## src/rtl/tpd_pkg.sv

```systemverilog
package tpd_pkg;
  parameter int REG_W    = 64;
  parameter int ADDR_W   = 52;
  parameter int ENT_W    = 40;
  parameter int ID_W     = 33;
  parameter int PAGE_W   = 17;
  parameter int ES_W     = 5;
  parameter int CQ_ENT_W = 16;
  parameter int CQ_SHIFT = 7;   // 4096 / 32 entries per page
  localparam int TYPE_DEV = 1;
  localparam int TYPE_COL = 4;

  typedef struct packed {
    logic              valid;
    logic              indirect;
    logic [PAGE_W-1:0] page_bytes;
    logic [ES_W-1:0]   entry_bytes;
    logic [ENT_W-1:0]  max_entries;
    logic [ID_W-1:0]   max_ids;
    logic [ADDR_W-1:0] base;
  } tbl_desc_t;

  typedef struct packed {
    logic                valid;
    logic [CQ_ENT_W-1:0] max_entries;
    logic [ADDR_W-1:0]   base;
  } cmdq_desc_t;

  function automatic logic [4:0] page_log2(input logic [1:0] code);
    case (code)
      2'd0:    return 5'd12;
      2'd1:    return 5'd14;
      default: return 5'd16;
    endcase
  endfunction

  function automatic logic [PAGE_W-1:0] page_bytes(input logic [4:0] plog);
    return PAGE_W'(1) << plog;
  endfunction

  function automatic logic entry_is_pow2(input logic [ES_W-1:0] es);
    return (es != '0) && ((es & (es - 1'b1)) == '0);
  endfunction

  function automatic logic [2:0] entry_log2(input logic [ES_W-1:0] es);
    logic [2:0] lg;
    lg = 3'd0;
    for (int b = 0; b < ES_W; b++) begin
      if (es[b]) lg = 3'(b);
    end
    return lg;
  endfunction

  function automatic logic [ENT_W-1:0] flat_cap(input logic [7:0] sz,
                                                input logic [4:0] plog,
                                                input logic [2:0] elog);
    logic [ENT_W-1:0] t;
    t = ENT_W'(sz) + ENT_W'(1);
    t = t << plog;
    return t >> elog;
  endfunction

  function automatic logic [ENT_W-1:0] indirect_cap(input logic [7:0] sz,
                                                    input logic [4:0] plog,
                                                    input logic [2:0] elog);
    logic [ENT_W-1:0] l1;
    logic [ENT_W-1:0] per;
    l1  = ((ENT_W'(sz) + ENT_W'(1)) << plog) >> 3;
    per = (ENT_W'(1) << plog) >> elog;
    return l1 * per;
  endfunction

  function automatic logic [ADDR_W-1:0] tbl_base(input logic [REG_W-1:0] r,
                                                 input logic [1:0] code);
    if (code[1]) return {r[15:12], r[47:16], 16'h0};
    return {4'h0, r[47:12], 12'h0};
  endfunction

  function automatic logic [ID_W-1:0] id_limit(input logic [4:0] bits);
    logic [5:0] sh;
    sh = {1'b0, bits} + 6'd1;
    return ID_W'(1) << sh;
  endfunction

  function automatic logic [CQ_ENT_W-1:0] cmdq_cap(input logic [7:0] sz);
    return (CQ_ENT_W'(sz) + CQ_ENT_W'(1)) << CQ_SHIFT;
  endfunction
endpackage

```

## src/rtl/tpd_scan_ctrl.sv

```systemverilog
module tpd_scan_ctrl #(
  parameter int NUM_BASE = 8,
  localparam int IDX_W = (NUM_BASE > 1) ? $clog2(NUM_BASE) : 1
) (
  input  logic             clk,
  input  logic             rst_n,
  input  logic             start_i,
  output logic             accept_o,
  output logic             busy_o,
  output logic             scan_vld_o,
  output logic [IDX_W-1:0] idx_o,
  output logic             cmdq_step_o,
  output logic             done_o
);
  typedef enum logic [1:0] {S_IDLE, S_SCAN, S_CMDQ} state_t;
  state_t state_q;
  logic [IDX_W-1:0] idx_q;
  logic done_q;

  assign accept_o    = (state_q == S_IDLE) && start_i;
  assign busy_o      = (state_q != S_IDLE);
  assign scan_vld_o  = (state_q == S_SCAN);
  assign cmdq_step_o = (state_q == S_CMDQ);
  assign idx_o       = idx_q;
  assign done_o      = done_q;

  always_ff @(posedge clk or negedge rst_n) begin
    if (!rst_n) begin
      state_q <= S_IDLE;
      idx_q   <= '0;
      done_q  <= 1'b0;
    end else begin
      done_q <= 1'b0;
      case (state_q)
        S_IDLE: if (start_i) begin
          state_q <= S_SCAN;
          idx_q   <= '0;
        end
        S_SCAN: begin
          if (idx_q == IDX_W'(NUM_BASE - 1)) state_q <= S_CMDQ;
          else idx_q <= idx_q + 1'b1;
        end
        S_CMDQ: begin
          state_q <= S_IDLE;
          done_q  <= 1'b1;
        end
        default: state_q <= S_IDLE;
      endcase
    end
  end


  done_single_chk: assert property (@(posedge clk) disable iff (!rst_n)
    done_q |=> !done_q);

  scan_step_chk: assert property (@(posedge clk) disable iff (!rst_n)
    (scan_vld_o && idx_q != IDX_W'(NUM_BASE - 1)) |=> (scan_vld_o && idx_q == $past(idx_q) + 1'b1));

  start_ignored_chk: assert property (@(posedge clk) disable iff (!rst_n)
    (scan_vld_o && start_i) |=> (busy_o && !done_q));
endmodule

```

## src/rtl/tpd_table_decode.sv

```systemverilog
module tpd_table_decode
  import tpd_pkg::*;
#(
  parameter int TYPE_CODE = TYPE_DEV
) (
  input  logic [REG_W-1:0] reg_i,
  input  logic [ID_W-1:0]  ids_i,
  output logic             match_o,
  output logic             bad_entry_o,
  output tbl_desc_t        desc_o
);
  logic [1:0]      code;
  logic [4:0]      plog;
  logic [ES_W-1:0] es;
  logic [2:0]      elog;
  logic            es_ok;
  logic [7:0]      sz;
  logic            unused_reg_bits;

  assign unused_reg_bits = ^{reg_i[61:59], reg_i[55:53], reg_i[11:10]};

  always_comb begin
    code  = reg_i[9:8];
    sz    = reg_i[7:0];
    plog  = page_log2(code);
    es    = reg_i[52:48];
    es_ok = entry_is_pow2(es);
    elog  = entry_log2(es);
    match_o     = (reg_i != '0) && (reg_i[58:56] == 3'(TYPE_CODE));
    bad_entry_o = reg_i[63] && !es_ok;
    desc_o = '0;
    if (reg_i[63] && es_ok) begin
      desc_o.valid       = 1'b1;
      desc_o.indirect    = reg_i[62];
      desc_o.page_bytes  = page_bytes(plog);
      desc_o.entry_bytes = es;
      desc_o.max_entries = reg_i[62] ? indirect_cap(sz, plog, elog)
                                     : flat_cap(sz, plog, elog);
      desc_o.max_ids     = ids_i;
      desc_o.base        = tbl_base(reg_i, code);
    end
  end
endmodule

```

## src/rtl/tpd_cmdq_decode.sv

```systemverilog
module tpd_cmdq_decode
  import tpd_pkg::*;
(
  input  logic [REG_W-1:0] reg_i,
  output cmdq_desc_t       desc_o
);
  logic unused_reg_bits;
  assign unused_reg_bits = ^{reg_i[62:52], reg_i[11:8]};

  always_comb begin
    desc_o = '0;
    if (reg_i[63]) begin
      desc_o.valid       = 1'b1;
      desc_o.max_entries = cmdq_cap(reg_i[7:0]);
      desc_o.base        = {reg_i[51:12], 12'h0};
    end
  end
endmodule

```

## src/rtl/tbl_param_decoder.sv

```systemverilog
module tbl_param_decoder
  import tpd_pkg::*;
#(
  parameter int NUM_BASE = 8
) (
  input  logic                      clk,
  input  logic                      rst_n,
  input  logic                      start_i,
  input  logic [NUM_BASE*REG_W-1:0] base_regs_i,
  input  logic [REG_W-1:0]          cmdq_reg_i,
  input  logic [REG_W-1:0]          feat_reg_i,
  output logic                      dev_valid_o,
  output logic                      dev_indirect_o,
  output logic [PAGE_W-1:0]         dev_page_bytes_o,
  output logic [ES_W-1:0]           dev_entry_bytes_o,
  output logic [ENT_W-1:0]          dev_max_entries_o,
  output logic [ID_W-1:0]           dev_max_ids_o,
  output logic [ADDR_W-1:0]         dev_base_o,
  output logic                      col_valid_o,
  output logic                      col_indirect_o,
  output logic [PAGE_W-1:0]         col_page_bytes_o,
  output logic [ES_W-1:0]           col_entry_bytes_o,
  output logic [ENT_W-1:0]          col_max_entries_o,
  output logic [ID_W-1:0]           col_max_ids_o,
  output logic [ADDR_W-1:0]         col_base_o,
  output logic                      cmdq_valid_o,
  output logic [CQ_ENT_W-1:0]       cmdq_max_entries_o,
  output logic [ADDR_W-1:0]         cmdq_base_o,
  output logic                      done_o,
  output logic                      decode_err_o
);
  localparam int IDX_W   = (NUM_BASE > 1) ? $clog2(NUM_BASE) : 1;
  localparam int N_SLOTS = 2;

  logic             accept, busy, scan_vld, cmdq_step;
  logic [IDX_W-1:0] idx;
  logic [REG_W-1:0] sel_reg;
  logic [ID_W-1:0]  dev_ids, col_ids;
  logic [N_SLOTS-1:0] slot_bad;
  tbl_desc_t        slot_q [N_SLOTS];
  cmdq_desc_t       cmdq_d, cmdq_q;
  logic             err_q;
  logic             unused_feat_bits;

  assign unused_feat_bits = ^{feat_reg_i[63:37], feat_reg_i[31:18], feat_reg_i[12:0]};

  tpd_scan_ctrl #(.NUM_BASE(NUM_BASE)) u_ctrl (
    .clk(clk), .rst_n(rst_n), .start_i(start_i), .accept_o(accept),
    .busy_o(busy), .scan_vld_o(scan_vld), .idx_o(idx),
    .cmdq_step_o(cmdq_step), .done_o(done_o)
  );

  assign sel_reg = base_regs_i[int'(idx)*REG_W +: REG_W];
  assign dev_ids = id_limit(feat_reg_i[17:13]);
  assign col_ids = feat_reg_i[36] ? id_limit({1'b0, feat_reg_i[35:32]})
                                  : (ID_W'(1) << 16);

  for (genvar s = 0; s < N_SLOTS; s++) begin : g_slot
    localparam int TC = (s == 0) ? TYPE_DEV : TYPE_COL;
    logic      match, bad;
    logic      load;
    tbl_desc_t dec;
    logic [ID_W-1:0] ids;

    if (s == 0) begin : g_dev_ids
      assign ids = dev_ids;
    end else begin : g_col_ids
      assign ids = col_ids;
    end

    tpd_table_decode #(.TYPE_CODE(TC)) u_dec (
      .reg_i(sel_reg), .ids_i(ids), .match_o(match),
      .bad_entry_o(bad), .desc_o(dec)
    );

    assign load        = scan_vld && match;
    assign slot_bad[s] = load && bad;

    always_ff @(posedge clk or negedge rst_n) begin
      if (!rst_n) slot_q[s] <= '0;
      else if (load) slot_q[s] <= dec;
    end


    desc_cap_chk: assert property (@(posedge clk) disable iff (!rst_n)
      slot_q[s].valid |-> (slot_q[s].max_entries != '0 && $onehot0(slot_q[s].page_bytes)
                           && slot_q[s].page_bytes >= PAGE_W'(4096)));

    slot_hold_chk: assert property (@(posedge clk) disable iff (!rst_n)
      (!busy) |=> $stable(slot_q[s]));
  end

  tpd_cmdq_decode u_cmdq (.reg_i(cmdq_reg_i), .desc_o(cmdq_d));

  always_ff @(posedge clk or negedge rst_n) begin
    if (!rst_n) begin
      cmdq_q <= '0;
      err_q  <= 1'b0;
    end else begin
      if (cmdq_step) cmdq_q <= cmdq_d;
      if (accept) err_q <= 1'b0;
      else if (|slot_bad) err_q <= 1'b1;
    end
  end


  err_sticky_chk: assert property (@(posedge clk) disable iff (!rst_n)
    (err_q && !accept) |=> err_q);

  cmdq_cap_chk: assert property (@(posedge clk) disable iff (!rst_n)
    cmdq_q.valid |-> (cmdq_q.max_entries >= CQ_ENT_W'(128) && cmdq_q.max_entries[6:0] == 7'd0));

  done_after_cmdq_chk: assert property (@(posedge clk) disable iff (!rst_n)
    done_o |-> $past(cmdq_step));

  assign dev_valid_o        = slot_q[0].valid;
  assign dev_indirect_o     = slot_q[0].indirect;
  assign dev_page_bytes_o   = slot_q[0].page_bytes;
  assign dev_entry_bytes_o  = slot_q[0].entry_bytes;
  assign dev_max_entries_o  = slot_q[0].max_entries;
  assign dev_max_ids_o      = slot_q[0].max_ids;
  assign dev_base_o         = slot_q[0].base;
  assign col_valid_o        = slot_q[1].valid;
  assign col_indirect_o     = slot_q[1].indirect;
  assign col_page_bytes_o   = slot_q[1].page_bytes;
  assign col_entry_bytes_o  = slot_q[1].entry_bytes;
  assign col_max_entries_o  = slot_q[1].max_entries;
  assign col_max_ids_o      = slot_q[1].max_ids;
  assign col_base_o         = slot_q[1].base;
  assign cmdq_valid_o       = cmdq_q.valid;
  assign cmdq_max_entries_o = cmdq_q.max_entries;
  assign cmdq_base_o        = cmdq_q.base;
  assign decode_err_o       = err_q;
endmodule

```

## config.mk

```make
export PLATFORM = sky130hd
export DESIGN_NAME = tbl_param_decoder
export DESIGN_NICKNAME = d
export VERILOG_FILES = /design/src/rtl/tpd_pkg.sv /design/src/rtl/tpd_scan_ctrl.sv /design/src/rtl/tpd_table_decode.sv /design/src/rtl/tpd_cmdq_decode.sv /design/src/rtl/tbl_param_decoder.sv
export SDC_FILE = /design/constraint.sdc
export NUM_CORES = 1
export LEC_CHECK = 0
export BUFFER_PORTS_ARGS = -buffer_cell sky130_fd_sc_hd__buf_2
export CAP_MARGIN = 20
export CORE_AREA = 8 8 386 388
export CTS_CLUSTER_SIZE = 14
export DETAILED_ROUTE_END_ITERATION = 8
export DIE_AREA = 0 0 394 396
export GPL_TIMING_DRIVEN = 0
export PLACE_DENSITY_LB_ADDON = 0.3
export SLEW_MARGIN = 20
export SYNTH_ARGS = -nofsm -noshare
export SYNTH_HDL_FRONTEND = slang
export SYNTH_SLANG_ARGS = --single-unit
```

## constraint.sdc

```tcl
create_clock -name clk -period 18.2 [get_ports clk]
set_clock_uncertainty 0.05 [all_clocks]
set_input_delay 1.82 -clock clk [delete_from_list [all_inputs] [get_ports clk]]
set_output_delay 1.82 -clock clk [all_outputs]
set_load 0.01 [all_outputs]
```

==> results of run 1 <==
==> metrics by stage <==
stage / area [um^2] / cells / setup slack, ps / util [%]
after floorplan: 39200 / 4144 / 8180 / -
after global placement: 45700 / 6859 / 5370 / 32.0
after detailed placement: 45800 / 6862 / 5510 / 32.1
after CTS: 47200 / 6930 / 5450 / 33.0
after global routing: 47200 / 6935 / 4930 / 33.1
final: 47200 / 6939 / 5500 / 33.1
==> worst max-delay path, delay by kind of cell (launching register included) <==
kind	cells	cell delay, ps
buffers and inverters	15	3270
and+or+nand+nor	4	500
DFF	1	420
adders and majority gates	10	4180
xor gates and xnor gates	2	1030
AOI/OAI and AO/OA	11	3070
==> registers in the layout, indices dropped and copies added, names as in the netlist, 7 cells and up <==
signal,count
cmdq_base_o,40
cmdq_max_entries_o,9
col_base_o,40
col_max_entries_o,40
col_max_ids_o,32
col_page_bytes_o,7
dev_base_o,40
dev_max_entries_o,40
dev_max_ids_o,33
dev_page_bytes_o,7
==> worst min path at each step <==
stage,startpoint,to,slack [ps]
global route,cmdq_base_o[41]$_DFFE_PN0P_,cmdq_base_o[41]$_DFFE_PN0P_,440
detailed placement,cmdq_base_o[42]$_DFFE_PN0P_,cmdq_base_o[42]$_DFFE_PN0P_,400
CTS,cmdq_base_o[42]$_DFFE_PN0P_,cmdq_base_o[42]$_DFFE_PN0P_,410
floorplan,u_ctrl.state_q[1]$_DFFE_PN0P_,u_ctrl.state_q[1]$_DFFE_PN0P_,420
global placement,cmdq_base_o[42]$_DFFE_PN0P_,cmdq_base_o[42]$_DFFE_PN0P_,400
finish,cmdq_base_o[18]$_DFFE_PN0P_,cmdq_base_o[18]$_DFFE_PN0P_,410
==> logic make-up (layout without fill, tap and decap cells) <==
kind of cell,Yosys count,after routing,share of synthesized area (%)
other,2,713,0.0205
muxes,235,235,10.7
adders and majority gates,812,812,40.8
DFF,310,310,21.2
xor gates and xnor gates,76,76,1.86
and+or+nand+nor,698,698,8.37
AOI/OAI and AO/OA,351,351,6.32
buffers and inverters,957,1841,10.8
==> cells in the final DEF, fill, tap and decap left out, drive strengths merged, types with 53 or more instances in the layout <==
cell    netlist  final
conb          2    705
mux4        111    111
xnor2        53     53
o21ai        98     98
ha          177    177
nand3        71     71
nand2       382    382
inv         763    766
nor2        131    131
a21oi        78     78
o31ai        53     53
fa          635    635
buf         120    935
clkbuf       72    120
dfrtp       310    310
mux2         91     91
==> area by class of cell <==
class	count	area [um^2]
fill	15000	95600
multi-input combinational	2877	27600
inverter	765	2870
antenna	8	20.0
clock inverter	21	308
sequential	310	7760
buffer	192	1070
timing repair buffer	816	4160
tap	1903	2380
clock buffer	47	1050
==> metal layers <==
layer	track usage [%]	wire length [um]
met5	0	120
met4	5.55	5010
met3	5.92	13200
met2	33.0	75000
met1	24.9	63400
==> flow_summary.toml, run 1 <==
[sta]
tns_ps = 0
fin_crit_sh_pct = 69.8
relSlewSlack_pct = 27.2
max_freq_mhz = 78.7
finalCriticalPeriod_ps = 12700
setup_viol = 0
rsz0062_at_grt = "false"
final_max_slew_viol_count = 0
worst_pin_slew_ps = 1060
whs_ps = 412
hold_viol = 0

[setup_path]
cpMaxStageDelayCell = "clkbuf_1"
crit_path_start = "u_ctrl.idx_o[2]$_DFFE_PN0P_"
arrival_ps = 13100
cp-end-kind = "flop"
ff2ff_path_depth = 42
crit_fanout = 10
crit_type = "reg -> reg"
cp-endpoint = "col_max_entries_o[38]$_DFFE_PN0P_"
rrSetupSlack_ps = 5500
slowest_delay_ps = 620
timing.rr.end = "col_max_entries_o[38]$_DFFE_PN0P_"
cp-start-kind = "flop"
r2r_start = "u_ctrl.idx_o[2]$_DFFE_PN0P_"
worst_ep_required_time_ps = 18590

[floorplanning]
start_util_pct = 25.6
die_y_um = 396
ioPinCount = 1012
coreArea_um2 = 143000
dieArea_um2 = 156000
die_w_um = 394
num_rows = 139

[drt]
vias = 29500
drt_iter0_drc = 1771
via_per_inst = 4.24
drc = 0
drtAntennaViolNets = 0
wl_per_cell_um = 22.6
drt_first_pass_iters = 7
finalWirelength_um = 157000

[grt]
grt_pass1_vias = 31400
grt_max_degree = 89
grt-ovfl-total = 0
gr-usage-all-layers_pct = 19.8
grt_pass1_wl_um = 223000
antenna_found_initial = 50

[finish]
drive_gt1_share_pct = 24.6
synthToLayoutAreaGrowth_pct = 29.0
nets = 6455

[logic_synthesis]
synthTopCellsByArea = "fa_1 (35%), dfrtp_1 (21%), inv_1 (7.8%)"
postSynth.asyncResetShare_pct = 100
synth_area_per_cell_um2 = 10.6
synth_cell_types = 87
synthCells = 3441
synth_common_cells = "inv_1 (760), fa_1 (635), nand2_1 (379)"
synth_edf_count = 0
synth_top_area_share_pct = 34.7
ys_warn_count = 0
synth_area_leader_cell = "fa_1"
ys_seq_area_share_pct = 21.2
ys.flop_type = "dfrtp_1"
synth-seq-cells = 310
post-synth-top-count-cell = "inv_1"
syn-cell-area_um2 = 36600

[clock_tree]
htreeDepth = 2
cts_resized = 0
cts_setup_buffers = 0
numClockSinks = 310
clk_pin_slew_worst_paths_ps = 60
clk_latency_ps = 590
hold_buffers = 0
numCtsBuffers = 38
cts_tree = "built"
clockBufferDepth = 3
cts_root_buf = "clkbuf_16"

[status]
outcome = "finished clean"

[placement]
place_congestion = 0.925
dp_hpwl_um = 140000
io_buffers = 812

[hold_path]
min-delay-path-class = "reg -> reg"
holdPathStages = 2

[flow_run]
maxCapViolations = 0
Power of run 1 is left out: the tool's default activity adds up to more than one toggle a clock period on the data nets, which glitch-free logic cannot reach.
==> run 2, diff against run 1 <==
--- a/config.mk
+++ b/config.mk
@@ -5,12 +5,13 @@
 export SDC_FILE = /design/constraint.sdc
 export NUM_CORES = 1
 export LEC_CHECK = 0
+export ABC_AREA = 1
 export BUFFER_PORTS_ARGS = -buffer_cell sky130_fd_sc_hd__buf_2
 export CAP_MARGIN = 20
-export CORE_AREA = 8 8 386 388
+export CORE_AREA = 8 8 383 385
 export CTS_CLUSTER_SIZE = 14
 export DETAILED_ROUTE_END_ITERATION = 8
-export DIE_AREA = 0 0 394 396
+export DIE_AREA = 0 0 391 393
 export GPL_TIMING_DRIVEN = 0
 export PLACE_DENSITY_LB_ADDON = 0.3
 export SLEW_MARGIN = 20
==> constraint.sdc (replaced) <==
create_clock -name clk -period 12.2 [get_ports clk]
set_clock_uncertainty 0.05 [all_clocks]
set_input_delay 1.22 -clock clk [delete_from_list [all_inputs] [get_ports clk]]
set_output_delay 1.22 -clock clk [all_outputs]
set_load 0.01 [all_outputs]
==> run 2 against run 1 <==
Net effect:
- sequential share of layout area is 0.44 points lower
- first-iteration DRC count is 47% higher
- cell count increased by 17%
- die area decreased by 1.5%
- non-clock buffer count grew 48
- setup slack worse by 3700 ps
- area after synthesis grew 3.4%
- clock-buffer cell count rose by 3
- critical path type unchanged
- largest cell class unchanged
==> flow_summary.toml, run 2 <==
[logic_synthesis]
post-synth-top-count-cell = "inv_1"
ys.flop_type = "dfrtp_1"
synth_top_area_share_pct = 33.6
synth_common_cells = "inv_1 (928), nand2_1 (863), fa_1 (635)"
postSynth.asyncResetShare_pct = 100
ys_warn_count = 0
synth_cell_types = 50
synth-seq-cells = 310
synthTopCellsByArea = "fa_1 (34%), dfrtp_1 (21%), inv_1 (9.2%)"
synth_area_per_cell_um2 = 8.22
synth_area_leader_cell = "fa_1"
synth_edf_count = 0
ys_seq_area_share_pct = 20.5
syn-cell-area_um2 = 37800
synthCells = 4600

[floorplanning]
num_rows = 138
ioPinCount = 1012
coreArea_um2 = 141000
dieArea_um2 = 154000
die_y_um = 393
start_util_pct = 26.9
die_w_um = 391

[drt]
drt_iter0_drc = 2601
vias = 35800
drc = 0
finalWirelength_um = 184000
drt_first_pass_iters = 6
drtAntennaViolNets = 0
wl_per_cell_um = 22.8
via_per_inst = 4.42

[finish]
synthToLayoutAreaGrowth_pct = 28.2
final_cell_mix = "inv_1 (928), nand2_1 (863), buf_2 (849)"
utilization_pct = 34.5
final_common_cell = "inv_1"
nFillCells = 15400
ff_latch_area_um2 = 7760
drive_gt1_share_pct = 17.1
nets = 7625
multi_input_area_um2 = 27900

[sta]
finalCriticalPeriod_ps = 10440
tns_ps = 0
setup_viol = 0
relSlewSlack_pct = 26.7
hold_viol = 0
worst_pin_slew_ps = 1100
final_max_slew_viol_count = 0
rsz0062_at_grt = "false"
fin_crit_sh_pct = 85.5
max_freq_mhz = 95.8

[setup_path]
crit_fanout = 10
crit_type = "reg -> reg"
cp-start-kind = "flop"
worst_ep_required_time_ps = 12670
crit_path_start = "u_ctrl.idx_o[2]$_DFFE_PN0P_"
cp-end-kind = "flop"
slowest_delay_ps = 860
timing.rr.end = "dev_max_entries_o[31]$_DFFE_PN0P_"
cp-endpoint = "dev_max_entries_o[31]$_DFFE_PN0P_"
cpMaxStageDelayCell = "clkbuf_1"
critPathMostFrequentCell = "inv_1"
ff2ff_path_depth = 37
r2r_start = "u_ctrl.idx_o[2]$_DFFE_PN0P_"
rrSetupSlack_ps = 1760
arrival_ps = 10910

[grt]
grt_max_degree = 89
grt_pass1_wl_um = 262000
grt-ovfl-total = 0
grt_pass1_vias = 37300
antenna_found_initial = 42
gr-usage-all-layers_pct = 23.7

[hold_path]
min-delay-path-class = "reg -> reg"

[clock_tree]
clk_pin_slew_worst_paths_ps = 60
cts_resized = 0
numClockSinks = 310
htreeDepth = 2
cts_setup_buffers = 0
clk_latency_ps = 610
hold_buffers = 0
cts_tree = "built"
clockBufferDepth = 3
numCtsBuffers = 41
cts_root_buf = "clkbuf_16"

[status]
outcome = "finished clean"

[placement]
dp_hpwl_um = 163000
io_buffers = 817
place_congestion = 0.985

[flow_run]
maxCapViolations = 0
[run 2: cell type report]
type | instances | share of cell area [%]
Multi-Input combinational cell | 3811 | 57.6
Tap cell | 1890 | 4.88
Buffer | 232 | 2.52
Clock inverter | 20 | 0.537
Clock buffer | 50 | 2.33
Inverter | 950 | 7.37
Sequential cell | 310 | 16.0
Timing Repair Buffer | 824 | 8.72
Antenna cell | 14 | 0.0723
[run 2: worst max-delay path, delay by kind of cell, from the launching register on]
kind                     cells  cell delay, ps
flip-flops                   1             370
AND/OR/NAND/NOR             12            2100
adder cells (fa/ha/maj)     10            4540
AO/OA/AOI/OAI                4            1150
buffers and inverters       11            2120
[run 2: metal layers]
layer | vias up | GRT usage, % | wire length, um
met5 | - | 0 | 113
met4 | 18 | 5.79 | 4630
met3 | 212 | 5.13 | 13700
met2 | 1350 | 38.1 | 84200
met1 | 17800 | 32.6 | 81800
li1 | 16400 | - | -
[run 2: how the worst min path moves through the flow]
stage | start | endpoint | slack, ps | cells past startpoint
global route | dev_base_o[13]$_DFFE_PN0P_ | dev_base_o[13]$_DFFE_PN0P_ | 440 | 2
finish | dev_max_entries_o[28]$_DFFE_PN0P_ | dev_max_entries_o[28]$_DFFE_PN0P_ | 420 | 2
detailed placement | col_max_ids_o[14]$_DFFE_PN0P_ | col_max_ids_o[14]$_DFFE_PN0P_ | 410 | 2
floorplan | u_ctrl.state_q[0]$_DFFE_PN0P_ | u_ctrl.done_o$_DFF_PN0_ | 460 | 1
global placement | col_base_o[13]$_DFFE_PN0P_ | col_base_o[13]$_DFFE_PN0P_ | 410 | 2
CTS | dev_max_entries_o[24]$_DFFE_PN0P_ | dev_max_entries_o[24]$_DFFE_PN0P_ | 430 | 2
[run 2: metrics by stage]
stage	area [um^2]	worst slack [ps]	cells	hold slack [ps]
2_1_floorplan	40400	3910	5303	462
3_3_place_gp	46900	1250	8010	410
3_5_place_dp	47000	1690	8016	410
4_1_cts	48400	1890	8086	426
5_1_grt	48500	1250	8098	442
6_report	48500	1760	8101	424
[run 2: logic make-up after synthesis]
kind of cell               after synthesis  synth area share [%]
and+or+nand+nor                       1635                  17.4
buffers and inverters                 1182                  12.7
adders and majority gates              812                  39.5
AOI/OAI and AO/OA                      617                  8.97
DFF                                    310                  20.5
xor gates and xnor gates                42                 0.973
other                                    2                0.0199
Power of run 2 is left out for the same reason.
==> run 3, diff against run 2 <==
--- a/config.mk
+++ b/config.mk
@@ -8,13 +8,13 @@
 export ABC_AREA = 1
 export BUFFER_PORTS_ARGS = -buffer_cell sky130_fd_sc_hd__buf_2
 export CAP_MARGIN = 20
-export CORE_AREA = 8 8 383 385
+export CORE_AREA = 8 8 389 391
 export CTS_CLUSTER_SIZE = 14
 export DETAILED_ROUTE_END_ITERATION = 8
-export DIE_AREA = 0 0 391 393
+export DIE_AREA = 0 0 397 399
 export GPL_TIMING_DRIVEN = 0
 export PLACE_DENSITY_LB_ADDON = 0.3
-export SLEW_MARGIN = 20
+export SLEW_MARGIN = 15
 export SYNTH_ARGS = -nofsm -noshare
 export SYNTH_HDL_FRONTEND = slang
 export SYNTH_SLANG_ARGS = --single-unit
==> constraint.sdc (replaced) <==
create_clock -name clk -period 13.5 [get_ports clk]
set_clock_uncertainty 0.05 [all_clocks]
set_input_delay 1.35 -clock clk [delete_from_list [all_inputs] [get_ports clk]]
set_output_delay 1.35 -clock clk [all_outputs]
set_load 0.01 [all_outputs]
==> run 3 against run 2 <==
Net effect:
- sequential share of layout area barely moved
- global-route usage fell by 0.93 points
- via count fell by 0.70%
- maximum frequency fell by 0.22%
- highest routed layer unchanged
- setup slack improved by 1300 ps
- first-iteration DRC count rose by 7.4%
- largest cell class unchanged
- core utilization fell by 0.92 points
- non-clock buffer count rose by 1
- worst hold slack got worse by 0.90 ps
==> flow_summary.toml, run 3 (synthesized netlist as in run 2, its figures left out) <==
[sta]
rsz0062_at_grt = "false"
final_max_slew_viol_count = 0
tns_ps = 0
whs_ps = 423
worst_pin_slew_ps = 1140
fin_crit_sh_pct = 77.5
setup_viol = 0
hold_viol = 0
finalCriticalPeriod_ps = 10460
relSlewSlack_pct = 23.9
max_freq_mhz = 95.6

[finish]
nets = 7625
nFillCells = 15800
synthToLayoutAreaGrowth_pct = 28.6
drive_gt1_share_pct = 17.1
final_cell_mix = "inv_1 (928), nand2_1 (863), buf_2 (849)"
final_common_cell = "inv_1"

[drt]
finalWirelength_um = 182000
drt_first_pass_iters = 6
drc = 0
vias = 35500
drtAntennaViolNets = 0
via_per_inst = 4.36
drt_iter0_drc = 2794
wl_per_cell_um = 22.4

[clock_tree]
hold_buffers = 0
numCtsBuffers = 40
numClockSinks = 310
clk_latency_ps = 610
cts_root_buf = "clkbuf_16"
clockBufferDepth = 3
htreeDepth = 2
cts_resized = 0
clk_pin_slew_worst_paths_ps = 60
cts_tree = "built"
cts_setup_buffers = 0

[setup_path]
arrival_ps = 10970
cp-start-kind = "flop"
rrSetupSlack_ps = 3040
ff2ff_path_depth = 37
cpMaxStageDelayCell = "a21oi_1"
crit_fanout = 11
cp-end-kind = "flop"
critPathMostFrequentCell = "inv_1"
crit_type = "reg -> reg"
slowest_delay_ps = 830
worst_ep_required_time_ps = 14010

[placement]
place_congestion = 0.982
io_buffers = 817
dp_hpwl_um = 162000

[floorplanning]
die_y_um = 399
num_rows = 140
ioPinCount = 1012
die_w_um = 397
start_util_pct = 26.1
dieArea_um2 = 158000
coreArea_um2 = 145000

[grt]
grt_pass1_vias = 37400
antenna_found_initial = 39
grt_max_degree = 91
grt_pass1_wl_um = 261000
grt-ovfl-total = 0
gr-usage-all-layers_pct = 22.8

[flow_run]
maxCapViolations = 0

[status]
outcome = "finished clean"

[hold_path]
min-delay-path-class = "reg -> reg"
holdPathStages = 2
-- run 3: cell types whose count changed in the layout (fill, tap and decap cells not counted), sizes merged --
cell,previous run,this run
bufinv,4,5
clkbuf,160,161
clkinv,14,10
inv,950,951
buf,946,947
diode,14,31
clkinvlp,2,6
-- run 3: area by class of cell --
cell class	instances	area, um^2	area share, %
multi-input combinational	3811	27900	57.4
sequential	310	7760	15.9
timing repair buffer	825	4250	8.73
inverter	950	3570	7.35
tap	1917	2400	4.93
buffer	232	1220	2.51
clock buffer	51	1110	2.29
clock inverter	22	340	0.700
antenna	31	77.6	0.159
-- run 3: per-layer routing --
| layer | part of all wire [%] | routed length, um | up-vias | GRT usage (%) |
|---|---|---|---|---|
| li1 | - | - | 16400 | - |
| met1 | 43 | 79000 | 17700 | 30.6 |
| met2 | 46 | 84200 | 1264 | 37.2 |
| met3 | 7.7 | 14000 | 197 | 5.07 |
| met4 | 2.8 | 5140 | 10 | 5.76 |
| met5 | 0.032 | 59 | - | 0 |
-- run 3: critical path: cells and delay by family (launching register included) --
| kind | cells | cell delay, ps |
|---|---|---|
| and+or+nand+nor | 12 | 2100 |
| AOI/OAI and AO/OA | 4 | 1240 |
| adders and majority gates | 10 | 4570 |
| buffers and inverters | 11 | 2040 |
| DFF | 1 | 380 |
-- run 3: path summary, 6_finish.rpt --
| path | start | end |
|---|---|---|
| worst max-delay path | u_ctrl.idx_o[2]$_DFFE_PN0P_ | col_max_entries_o[31]$_DFFE_PN0P_ |
| worst min-delay path | dev_max_entries_o[34]$_DFFE_PN0P_ | dev_max_entries_o[34]$_DFFE_PN0P_ |
| worst max register to register | u_ctrl.idx_o[2]$_DFFE_PN0P_ | col_max_entries_o[31]$_DFFE_PN0P_ |
| min in group asynchronous | rst_n | dev_max_entries_o[21]$_DFFE_PN0P_ |
| worst min register to register | dev_max_entries_o[34]$_DFFE_PN0P_ | dev_max_entries_o[34]$_DFFE_PN0P_ |
| max in group asynchronous | rst_n | col_base_o[33]$_DFFE_PN0P_ |
-- run 3: stage by stage --
step	instances	worst slack, ps	instance area (um^2)	utilization (%)
floorplan	5303	5080	40400	-
global placement	8037	2360	46900	32.4
detailed placement	8045	2730	47100	32.5
CTS	8118	3210	48600	33.5
global route	8131	2640	48600	33.5
finish	8149	3040	48600	33.6
Power of run 3 is left out for the same reason.
